[config.mk]
export PLATFORM = sky130hd
export DESIGN_NAME = rs_readout_seq
export DESIGN_NICKNAME = d
export VERILOG_FILES = /design/src/rtl/rs_seq_pkg.sv /design/src/rtl/rs_seq_ctrl.sv /design/src/rtl/rs_seq_dpath.sv /design/src/rtl/rs_readout_seq.sv
export SDC_FILE = /design/constraint.sdc
export NUM_CORES = 1
export LEC_CHECK = 0
export BUFFER_PORTS_ARGS = -buffer_cell sky130_fd_sc_hd__buf_2
export CORE_ASPECT_RATIO = 0.8
export CORE_MARGIN = 5
export CORE_UTILIZATION = 45
export DETAILED_ROUTE_END_ITERATION = 7
export PLACE_DENSITY = 0.65
export SLEW_MARGIN = 10
export SYNTH_ARGS = -nofsm -noshare
export SYNTH_HDL_FRONTEND = slang
export SYNTH_SLANG_ARGS = --single-unit
[constraint.sdc]
create_clock -name clk -period 6.57 [get_ports clk]
set_input_delay 0.3285 -clock clk [delete_from_list [all_inputs] [get_ports clk]]
set_output_delay 0.3285 -clock clk [all_outputs]
set_load 0.02 [all_outputs]
[src/rtl/rs_seq_pkg.sv]
package rs_seq_pkg;

  typedef enum logic [1:0] {
    TAG_GREEN_R = 2'd0,
    TAG_RED     = 2'd1,
    TAG_BLUE    = 2'd2,
    TAG_GREEN_B = 2'd3
  } bayerTag_t;

  typedef struct packed {
    logic lineAct;
    logic frameAct;
    logic rstPulse;
  } seqStrobe_t;

endpackage

[src/rtl/rs_seq_ctrl.sv]
module rs_seq_ctrl
  import rs_seq_pkg::*;
#(
  parameter int ROW_W = 12,
  parameter int COL_W = 12,
  parameter int HB_W  = 12,
  parameter int VB_W  = 12
) (
  input  logic             clk,
  input  logic             rst,
  input  logic [ROW_W-1:0] cfgRowStart,
  input  logic [COL_W-1:0] cfgColStart,
  input  logic [COL_W-1:0] cfgWidth,
  input  logic [ROW_W-1:0] cfgHeight,
  input  logic [HB_W-1:0]  cfgHBlank,
  input  logic [VB_W-1:0]  cfgVBlank,
  input  logic [ROW_W-1:0] cfgExpRows,
  input  logic             cfgMirrorH,
  input  logic             cfgMirrorV,
  output seqStrobe_t       strb,
  output logic [ROW_W-1:0] winRow,
  output logic [COL_W-1:0] winCol,
  output logic [ROW_W-1:0] rstIdx,
  output logic [ROW_W-1:0] actRowStart,
  output logic [COL_W-1:0] actColStart,
  output logic [COL_W-1:0] actWidth,
  output logic [ROW_W-1:0] actHeight,
  output logic             actMirH,
  output logic             actMirV
);

  localparam int LCW = ((COL_W > HB_W) ? COL_W : HB_W) + 1;
  localparam int FCW = ((ROW_W > VB_W) ? ROW_W : VB_W) + 1;
  localparam int SW  = FCW + 1;

  logic [HB_W-1:0]  actHB, nxtHB;
  logic [VB_W-1:0]  actVB;
  logic [ROW_W-1:0] actExp, nxtExp;
  logic [LCW-1:0]   colCnt, linePeriod;
  logic [FCW-1:0]   lineCnt, framePeriod;
  logic [SW-1:0]    rstSum, rstWrap;
  logic             lineEnd, frameEnd, rowAct;

  // settings as they will be held for the next frame
  always_comb begin
    nxtHB  = (cfgHBlank == '0) ? HB_W'(1) : cfgHBlank;
    nxtExp = (cfgExpRows > cfgHeight) ? cfgHeight : cfgExpRows;
  end

  assign linePeriod  = LCW'(actWidth) + LCW'(actHB);
  assign framePeriod = FCW'(actHeight) + FCW'(actVB);
  assign lineEnd     = (colCnt == linePeriod - LCW'(1));
  assign frameEnd    = lineEnd && (lineCnt == framePeriod - FCW'(1));

  always_ff @(posedge clk) begin
    if (rst || frameEnd) begin
      actRowStart <= cfgRowStart;
      actColStart <= cfgColStart;
      actWidth    <= cfgWidth;
      actHeight   <= cfgHeight;
      actHB       <= nxtHB;
      actVB       <= cfgVBlank;
      actExp      <= nxtExp;
      actMirH     <= cfgMirrorH;
      actMirV     <= cfgMirrorV;
    end
    if (rst) begin
      colCnt  <= '0;
      lineCnt <= '0;
    end else if (lineEnd) begin
      colCnt  <= '0;
      lineCnt <= frameEnd ? '0 : lineCnt + FCW'(1);
    end else begin
      colCnt  <= colCnt + LCW'(1);
    end
  end

  // clear pointer: read line plus exposure lead, folded into the next frame
  always_comb begin
    rstSum  = SW'(lineCnt) + SW'(actExp);
    rstWrap = (rstSum >= SW'(framePeriod)) ? rstSum - SW'(framePeriod) : rstSum;
  end

  assign rowAct        = (lineCnt < FCW'(actHeight));
  assign strb.frameAct = rowAct;
  assign strb.lineAct  = rowAct && (colCnt >= LCW'(actHB));
  assign strb.rstPulse = (colCnt == '0) && (rstWrap < SW'(actHeight));
  assign winRow        = ROW_W'(lineCnt);
  assign winCol        = COL_W'(colCnt - LCW'(actHB));
  assign rstIdx        = ROW_W'(rstWrap);

endmodule

[src/rtl/rs_seq_dpath.sv]
module rs_seq_dpath
  import rs_seq_pkg::*;
#(
  parameter int ROW_W = 12,
  parameter int COL_W = 12,
  parameter int PIX_W = 12
) (
  input  logic             clk,
  input  logic             rst,
  input  seqStrobe_t       strb,
  input  logic [ROW_W-1:0] winRow,
  input  logic [COL_W-1:0] winCol,
  input  logic [ROW_W-1:0] rstIdx,
  input  logic [ROW_W-1:0] actRowStart,
  input  logic [COL_W-1:0] actColStart,
  input  logic [COL_W-1:0] actWidth,
  input  logic [ROW_W-1:0] actHeight,
  input  logic             actMirH,
  input  logic             actMirV,
  output logic [PIX_W-1:0] pixData,
  output bayerTag_t        bayerTag,
  output logic             lineValid,
  output logic             frameValid,
  output logic             rstValid,
  output logic [ROW_W-1:0] rstRow
);

  localparam int HALF = PIX_W / 2;

  logic [ROW_W-1:0] physRow, physRst;
  logic [COL_W-1:0] physCol;

  // window index to physical array coordinate
  always_comb begin
    physRow = actMirV ? actRowStart + (actHeight - ROW_W'(1) - winRow)
                      : actRowStart + winRow;
    physRst = actMirV ? actRowStart + (actHeight - ROW_W'(1) - rstIdx)
                      : actRowStart + rstIdx;
    physCol = actMirH ? actColStart + (actWidth - COL_W'(1) - winCol)
                      : actColStart + winCol;
  end

  always_ff @(posedge clk) begin
    if (rst) begin
      pixData    <= '0;
      bayerTag   <= TAG_GREEN_R;
      lineValid  <= 1'b0;
      frameValid <= 1'b0;
      rstValid   <= 1'b0;
      rstRow     <= '0;
    end else begin
      lineValid  <= strb.lineAct;
      frameValid <= strb.frameAct;
      rstValid   <= strb.rstPulse;
      rstRow     <= physRst;
      pixData    <= strb.lineAct ? PIX_W'({HALF'(physRow), HALF'(physCol)}) : '0;
      bayerTag   <= bayerTag_t'({physRow[0], physCol[0]});
    end
  end

endmodule

[src/rtl/rs_readout_seq.sv]
module rs_readout_seq
  import rs_seq_pkg::*;
#(
  parameter int ROW_W = 12,
  parameter int COL_W = 12,
  parameter int HB_W  = 12,
  parameter int VB_W  = 12,
  parameter int PIX_W = 12
) (
  input  logic             clk,
  input  logic             rst,
  input  logic [ROW_W-1:0] cfgRowStart,
  input  logic [COL_W-1:0] cfgColStart,
  input  logic [COL_W-1:0] cfgWidth,
  input  logic [ROW_W-1:0] cfgHeight,
  input  logic [HB_W-1:0]  cfgHBlank,
  input  logic [VB_W-1:0]  cfgVBlank,
  input  logic [ROW_W-1:0] cfgExpRows,
  input  logic             cfgMirrorH,
  input  logic             cfgMirrorV,
  output logic [PIX_W-1:0] pixData,
  output logic [1:0]       bayerTag,
  output logic             lineValid,
  output logic             frameValid,
  output logic             rstValid,
  output logic [ROW_W-1:0] rstRow
);

  seqStrobe_t       strb;
  bayerTag_t        tagInt;
  logic [ROW_W-1:0] winRow, rstIdx, actRowStart, actHeight;
  logic [COL_W-1:0] winCol, actColStart, actWidth;
  logic             actMirH, actMirV;

  rs_seq_ctrl #(.ROW_W(ROW_W), .COL_W(COL_W), .HB_W(HB_W), .VB_W(VB_W)) u_ctrl (
    .clk(clk), .rst(rst),
    .cfgRowStart(cfgRowStart), .cfgColStart(cfgColStart),
    .cfgWidth(cfgWidth), .cfgHeight(cfgHeight),
    .cfgHBlank(cfgHBlank), .cfgVBlank(cfgVBlank), .cfgExpRows(cfgExpRows),
    .cfgMirrorH(cfgMirrorH), .cfgMirrorV(cfgMirrorV),
    .strb(strb), .winRow(winRow), .winCol(winCol), .rstIdx(rstIdx),
    .actRowStart(actRowStart), .actColStart(actColStart),
    .actWidth(actWidth), .actHeight(actHeight),
    .actMirH(actMirH), .actMirV(actMirV)
  );

  rs_seq_dpath #(.ROW_W(ROW_W), .COL_W(COL_W), .PIX_W(PIX_W)) u_dpath (
    .clk(clk), .rst(rst), .strb(strb),
    .winRow(winRow), .winCol(winCol), .rstIdx(rstIdx),
    .actRowStart(actRowStart), .actColStart(actColStart),
    .actWidth(actWidth), .actHeight(actHeight),
    .actMirH(actMirH), .actMirV(actMirV),
    .pixData(pixData), .bayerTag(tagInt),
    .lineValid(lineValid), .frameValid(frameValid),
    .rstValid(rstValid), .rstRow(rstRow)
  );

  assign bayerTag = tagInt;

endmodule

==> out/metrics.cfg, run 1 <==
[routing]
drc=0
drtAntennaViolNets=0
vias=9043
first_iter_violations=467
vias_per_cell=5.167
drt_wl_total_mm=27.86
wl_per_cell_um=15.92
firstDrtPassIters=5

[place]
gp_congestion=0.9074
placed_cells=1709
post-place-ws_ns=-0.1602
place_hpwl_mm=22.02
io_buffers=110

[finish]
mostFrequentLayoutCell=ha_1
instances_no_fill=1750
mostFrequentLayoutCells=155 x ha_1, 147 x inv_1, 116 x buf_4
fillers=2201
multi_input_area_sq_um=7406
drive_gt1_share_pct=22.79
diodes=0
seqCellArea_sq_um=3503
area_growth_pct=21.13
fin_nets=1689

[logic_synthesis]
synthTopCellsByArea=edfxtp_1 21%, ha_1 17%, dfxtp_1 9.6%
synth_area_leader_cell=edfxtp_1
yosys_warnings=0
synthesis.area_sq_um=11470
ys_seq_elements=135
synth_ff_type=edfxtp_1
synth_cells=1194
synth.avg_cell_area_sq_um=9.609
synth_edf_count=80
async_flop_share_pct=0
synth.distinct_cells=81
synth_top_area_share_pct=20.94
syn_nets=1470
ys_seq_area_share_pct=30.53

[sta]
finalSetupViolations=0
final_hold_viol_count=0
worst_pin_slew_ns=1.127
slew_violations=0
max_slew_margin_pct=24.86
fmax_mhz=158.6
fin_crit_ns=6.303
setup_slack_ns=0.2665
hold_ws_ns=0.05145
period_share_pct=95.94
rsz0062_at_grt=true
skew_ns=0.01686

[critical_path]
cp-end-kind=register
critPathArrivalTime_ns=6.61
critPathSlowestCell=fa_1
max_stage_delay_ns=0.48
start_kind=register
path_class=register to register
worst-path-max-fanout=4
crit_path_start=u_ctrl.actHeight[0]
worstPathRequired_ns=6.88
crit-reg2reg-launch=u_ctrl.actHeight[0]

[floorplanning]
die_h_um=152.8
core_sq_um=25180
ios=117
row_count=52
initial_core_util_pct=45.57
dieWidth_um=188.5
die_area_sq_um=28810

[power]
power.leakage_nw=6.446
power-per-cell-area_nw_per_um2=319.7
vdd_drop_max_mv=0.1956
internal-power_mw=2.758
switchingPower_mw=1.685
p_comb_share_pct=55.0
p_sw_share_pct=37.93
clockPowerShare_pct=21.9
power_frac_seq_pct=23.2

[global_routing]
grt_max_degree=81
grt_pass1_wl_mm=44.26
grt_usage_pct=19.06
antenna_found_initial=2
grt_pass1_vias=8742
grt_overflow=0

[worst_hold_path]
min_from=cfgColStart[5]
hold_class=input port to register

[clocking]
cts_hold_buf=0
clk_pin_slew_ns=0.07
h-tree-depth=4
cts_tree=built
clockBufferDepth=2
cts_made_buffers=17
cts-root-buf=clkbuf_16
clk_latency_ns=0.45
cts_sinks=135

[run]
maxCapViolCount=0

[status]
status=complete, no violations

## path summary, 6_finish.rpt
check | slack, ns | cells past startpoint | to
max | 0.27 | 30 | u_dpath.rstRow[11]
min reg2reg | 0.50 | 1 | u_ctrl.colCnt[0]
min | 0.05 | 1 | u_ctrl.actColStart[5]
max reg2reg | 0.27 | 30 | u_dpath.rstRow[11]
## area by class of cell
type	instances	area share (%)
multi-input cells	883	53.29
repair buffers	227	10.31
inverters	149	4.033
clock inverters	9	0.6572
well taps	324	2.917
clock buffers	23	3.592
flip-flops and latches	135	25.21
## metrics by stage
stage	total power [mW]	cell area, sq um	utilization, %	setup TNS, ns
2_1_floorplan	2.649	11470	-	0
3_3_place_gp	3.307	13140	52.18	-0.1472
3_5_place_dp	3.340	13140	52.18	-0.1602
4_1_cts	4.363	13750	54.61	0
5_1_grt	4.785	13900	55.20	-0.05703
6_report	4.443	13900	55.20	0
## synthesized netlist by cell type (5+ instances only)
cell / number
nor3_1: 37
a211oi_1: 11
o21a_1: 22
mux2_2: 19
nand4_1: 11
buf_1: 5
nand3_1: 16
o211ai_1: 7
xnor2_1: 79
nor2_1: 82
inv_1: 148
edfxtp_1: 80
nand2b_1: 8
and3_1: 5
dfxtp_1: 55
clkbuf_1: 19
o21bai_1: 11
a21oi_1: 73
or3_1: 5
mux2i_1: 7
a21boi_0: 6
and2_1: 9
xor2_1: 48
o31ai_1: 5
a21o_1: 28
fa_1: 30
o21ai_0: 41
o31a_1: 5
nand2_1: 58
nor4_1: 10
nor2b_1: 13
ha_1: 158
## routing by layer
metal	global-route usage, %	up-vias	wire (um)
met1	27.76	4197	14050
met4	5.238	2	453
met3	3.580	32	1196
li1	-	4629	-
met2	29.14	183	12150
met5	0	-	13
## repair_timing
| action | 4_1_cts | 5_1_grt |
|---|---|---|
| buffers inserted | 0 | 9 |
| pin swaps | 3 | 25 |
| setup endpoints to repair | 1 | 4 |
| gates resized for setup | 5 | 25 |
## flip-flops by register name, summed over array words and instances (netlist names)
signal              flops
u_ctrl.colCnt          13
u_dpath.bayerTag        2
u_ctrl.actRowStart     12
u_ctrl.actMirH          1
u_ctrl.actExp          12
u_ctrl.lineCnt         13
u_dpath.pixData        12
u_dpath.lineValid       1
u_ctrl.actHeight       12
u_dpath.rstRow         12
u_dpath.frameValid      1
u_ctrl.actColStart      6
u_ctrl.actMirV          1
u_ctrl.actHB           12
u_ctrl.actWidth        12
u_dpath.rstValid        1
u_ctrl.actVB           12
## power by group through the flow
stage | Sequential, mW | Combinational [mW] | Clock [mW]
6_report | 1.03 | 2.44 | 0.971
5_1_grt | 1.04 | 2.72 | 1.02
4_1_cts | 1.03 | 2.34 | 0.989
3_5_place_dp | 1.05 | 2.29 | 0
3_3_place_gp | 1.05 | 2.26 | 0
2_1_floorplan | 1.08 | 1.57 | 0
## cell families after synthesis
family | after synthesis | synth area share, %
fa+ha+maj | 188 | 22.46
xor+xnor | 134 | 11.06
flops | 135 | 30.53
mux | 26 | 2.476
compound gates | 258 | 15.67
simple gates | 277 | 12.00
buf+inv | 176 | 5.801
## critical path: cells and delay by family (launching register included)
family          cells  cell delay [ns]
compound gates     13             2.63
mux                 1             0.31
xor+xnor            2             0.34
fa+ha+maj           5             1.44
buf+inv             5             0.53
simple gates        4             0.49
flops               1             0.42
No activity file was read; power rests on OpenSTA's default activity.
==> inputs of run 2 (changes only) <==
--- a/config.mk
+++ b/config.mk
@@ -14,4 +14,5 @@
 export SLEW_MARGIN = 10
 export SYNTH_ARGS = -nofsm -noshare
 export SYNTH_HDL_FRONTEND = slang
+export SYNTH_HIERARCHICAL = 1
 export SYNTH_SLANG_ARGS = --single-unit
==> run 2 against run 1 <==
Synthesized area increased by 6.3%. Cell area up 0.65%. Clock-buffer cell count decreased by 5. Critical path depth down 5. Power fell by 0.65%. Sequential power is essentially flat.
==> out/metrics.cfg, run 2 <==
[critical_path]
reg2reg_to=u_dpath/rstRow[11]  ; was u_dpath.rstRow[11]
crit-reg2reg-launch=u_ctrl/actHeight[0]  ; was u_ctrl.actHeight[0]
reg2reg_depth=25  ; was 30
rrSetupSlack_ns=0.30  ; was 0.27 ns
path_class=register to register  ; unchanged
worst-path-max-fanout=7  ; was 4
start_kind=register  ; unchanged
critPathArrivalTime_ns=6.58  ; was 6.61 ns
critPathSlowestCell=fa_1  ; unchanged
worstPathRequired_ns=6.88  ; about the same
max_stage_delay_ns=0.55  ; was 0.48 ns
cp-end-kind=register  ; unchanged
crit_top_cell=ha_1

[sta]
slew_violations=0  ; unchanged
worst_pin_slew_ns=0.9525  ; was 1.127 ns
hold_ws_ns=0.05937  ; was 0.05145 ns
period_share_pct=95.40  ; was 95.94%
skew_ns=0.01686  ; about the same
fin_crit_ns=6.268  ; was 6.303 ns
finalSetupViolations=0  ; unchanged
fmax_mhz=159.5  ; was 158.6 MHz
final_hold_viol_count=0  ; unchanged
max_slew_margin_pct=36.26  ; was 24.86%
setup_slack_ns=0.3019  ; was 0.2665 ns

[run]
maxCapViolCount=0  ; unchanged

[clocking]
cts-root-buf=clkbuf_16  ; unchanged
cts_sinks=135  ; unchanged
cts_tree=built  ; unchanged
h-tree-depth=4  ; unchanged
clockBufferDepth=2  ; unchanged
clk_latency_ns=0.44  ; was 0.45 ns
cts_made_buffers=17  ; unchanged
clk_pin_slew_ns=0.06  ; was 0.07 ns

[logic_synthesis]
yosys_warnings=6  ; was 0
synth.avg_cell_area_sq_um=9.250  ; was 9.609 sq um
syn_nets=1606  ; was 1470
synth_cells=1318  ; was 1194
synthesis.area_sq_um=12190  ; was 11470 sq um

[worst_hold_path]
min_from=cfgWidth[7]  ; was cfgColStart[5]
hold_end=u_ctrl/actWidth[7]  ; was u_ctrl.actColStart[5]
hold_class=input port to register  ; unchanged
whs_path_depth=1  ; unchanged

[finish]
drive_gt1_share_pct=16.83  ; was 22.79%
area_growth_pct=14.74  ; was 21.13%
fin_nets=1737  ; was 1689
top_regs=u_ctrl/colCnt (13), u_ctrl/lineCnt (13)  ; was u_ctrl.colCnt (13), u_ctrl.lineCnt (13)
mostFrequentLayoutCells=191 x inv_1, 170 x ha_1, 110 x buf_2  ; was 155 x ha_1, 147 x inv_1, 116 x buf_4
utilization_pct=52.87  ; was 55.20%
multi_input_area_sq_um=7835  ; was 7406 sq um
seqCellArea_sq_um=3503  ; unchanged
mostFrequentLayoutCell=inv_1  ; was ha_1
diodes=0  ; unchanged
fillers=2429  ; was 2201
design_area_sq_um=13990  ; was 13900 sq um

[place]
place_hpwl_mm=24.49  ; was 22.02 mm
gp_congestion=0.9015  ; was 0.9074
io_buffers=110  ; unchanged
post-place-ws_ns=0.1318  ; was -0.1602 ns
dpl_cell_area_sq_um=13270  ; was 13140 sq um

[floorplanning]
ios=117  ; unchanged
row_count=53  ; was 52
initial_core_util_pct=46.08  ; was 45.57%
die_h_um=157.2  ; was 152.8 um
die_area_sq_um=30500  ; was 28810 sq um
dieWidth_um=194.0  ; was 188.5 um
core_sq_um=26460  ; was 25180 sq um

[global_routing]
grt_pass1_wl_mm=48.00  ; was 44.26 mm
grt_pass1_vias=9129  ; was 8742
grt_usage_pct=19.76  ; was 19.06%
antenna_found_initial=0  ; was 2
grt_overflow=0  ; unchanged
grt_max_degree=49  ; was 81

[routing]
drtAntennaViolNets=0  ; unchanged
drt_wl_total_mm=30.72  ; was 27.86 mm
vias=9665  ; was 9043
wl_per_cell_um=16.89  ; was 15.92 um
drc=0  ; unchanged
vias_per_cell=5.313  ; was 5.167
firstDrtPassIters=6  ; was 5
first_iter_violations=669  ; was 467

[power]
power.leakage_nw=6.481  ; was 6.446 nW
vdd_drop_max_mv=0.2238  ; was 0.1956 mV
total_power_mw=4.414  ; was 4.443 mW
power-per-cell-area_nw_per_um2=315.6  ; was 319.7 nW/um^2

[status]
status=complete, no violations  ; unchanged

[run 2: cell type report]
| cell class | count | share of cell area, % |
|---|---|---|
| multi-input combinational | 954 | 56.01 |
| sequential | 135 | 25.04 |
| timing repair buffer | 149 | 6.118 |
| inverter | 192 | 5.152 |
| tap | 357 | 3.193 |
| clock buffer | 18 | 3.068 |
| clock inverter | 14 | 1.413 |
[run 2: timing repair]
item / CTS / global route
gates resized for setup: 0 / 20
setup endpoints to repair: 0 / 7
buffers inserted: 0 / 1
hold buffers: 0 / 0
[run 2: worst max-delay path by stage]
stage | to | start | cells past startpoint
final | u_dpath/rstRow[11] | u_ctrl/actHeight[0] | 25
after global routing | u_dpath/rstRow[11] | u_ctrl/actHeight[0] | 25
after CTS | u_dpath/rstRow[11] | u_ctrl/actExp[0] | 23
after detailed placement | u_dpath/rstRow[11] | u_ctrl/actExp[0] | 23
after global placement | u_dpath/rstRow[11] | u_ctrl/actExp[0] | 23
after floorplan | u_dpath/rstRow[11] | u_ctrl/actHeight[0] | 26
[run 2: metrics by stage]
step / instances / TNS (ns)
6_report: 1819 / 0
5_1_grt: 1819 / -0.04458
4_1_cts: 1817 / 0
3_5_place_dp: 1785 / 0
3_3_place_gp: 1785 / 0
2_1_floorplan: 1318 / 0
[run 2: metal layers]
layer  vias to the layer above  GRT usage [%]  part of all wire [%]
met5                         -              0                     0
met4                         0          4.250                   1.3
met3                        26          3.445                   5.7
met2                       262          30.07                    43
met1                      4520          29.57                    50
li1                       4857              -                     -
[run 2: worst max-delay path, delay by kind of cell (launching register included)]
kind	cells	cell delay (ns)
fa+ha+maj	6	2.16
flops	1	0.39
xor+xnor	2	0.32
buf+inv	3	0.39
compound gates	10	1.93
simple gates	4	0.95
[run 2: power by group]
group,switching (mW),internal (mW),leakage (nW)
registers,0.0510,0.983,1.23
logic,1.30,1.04,4.95
clock network,0.403,0.639,0.301
total,1.75,2.66,6.48
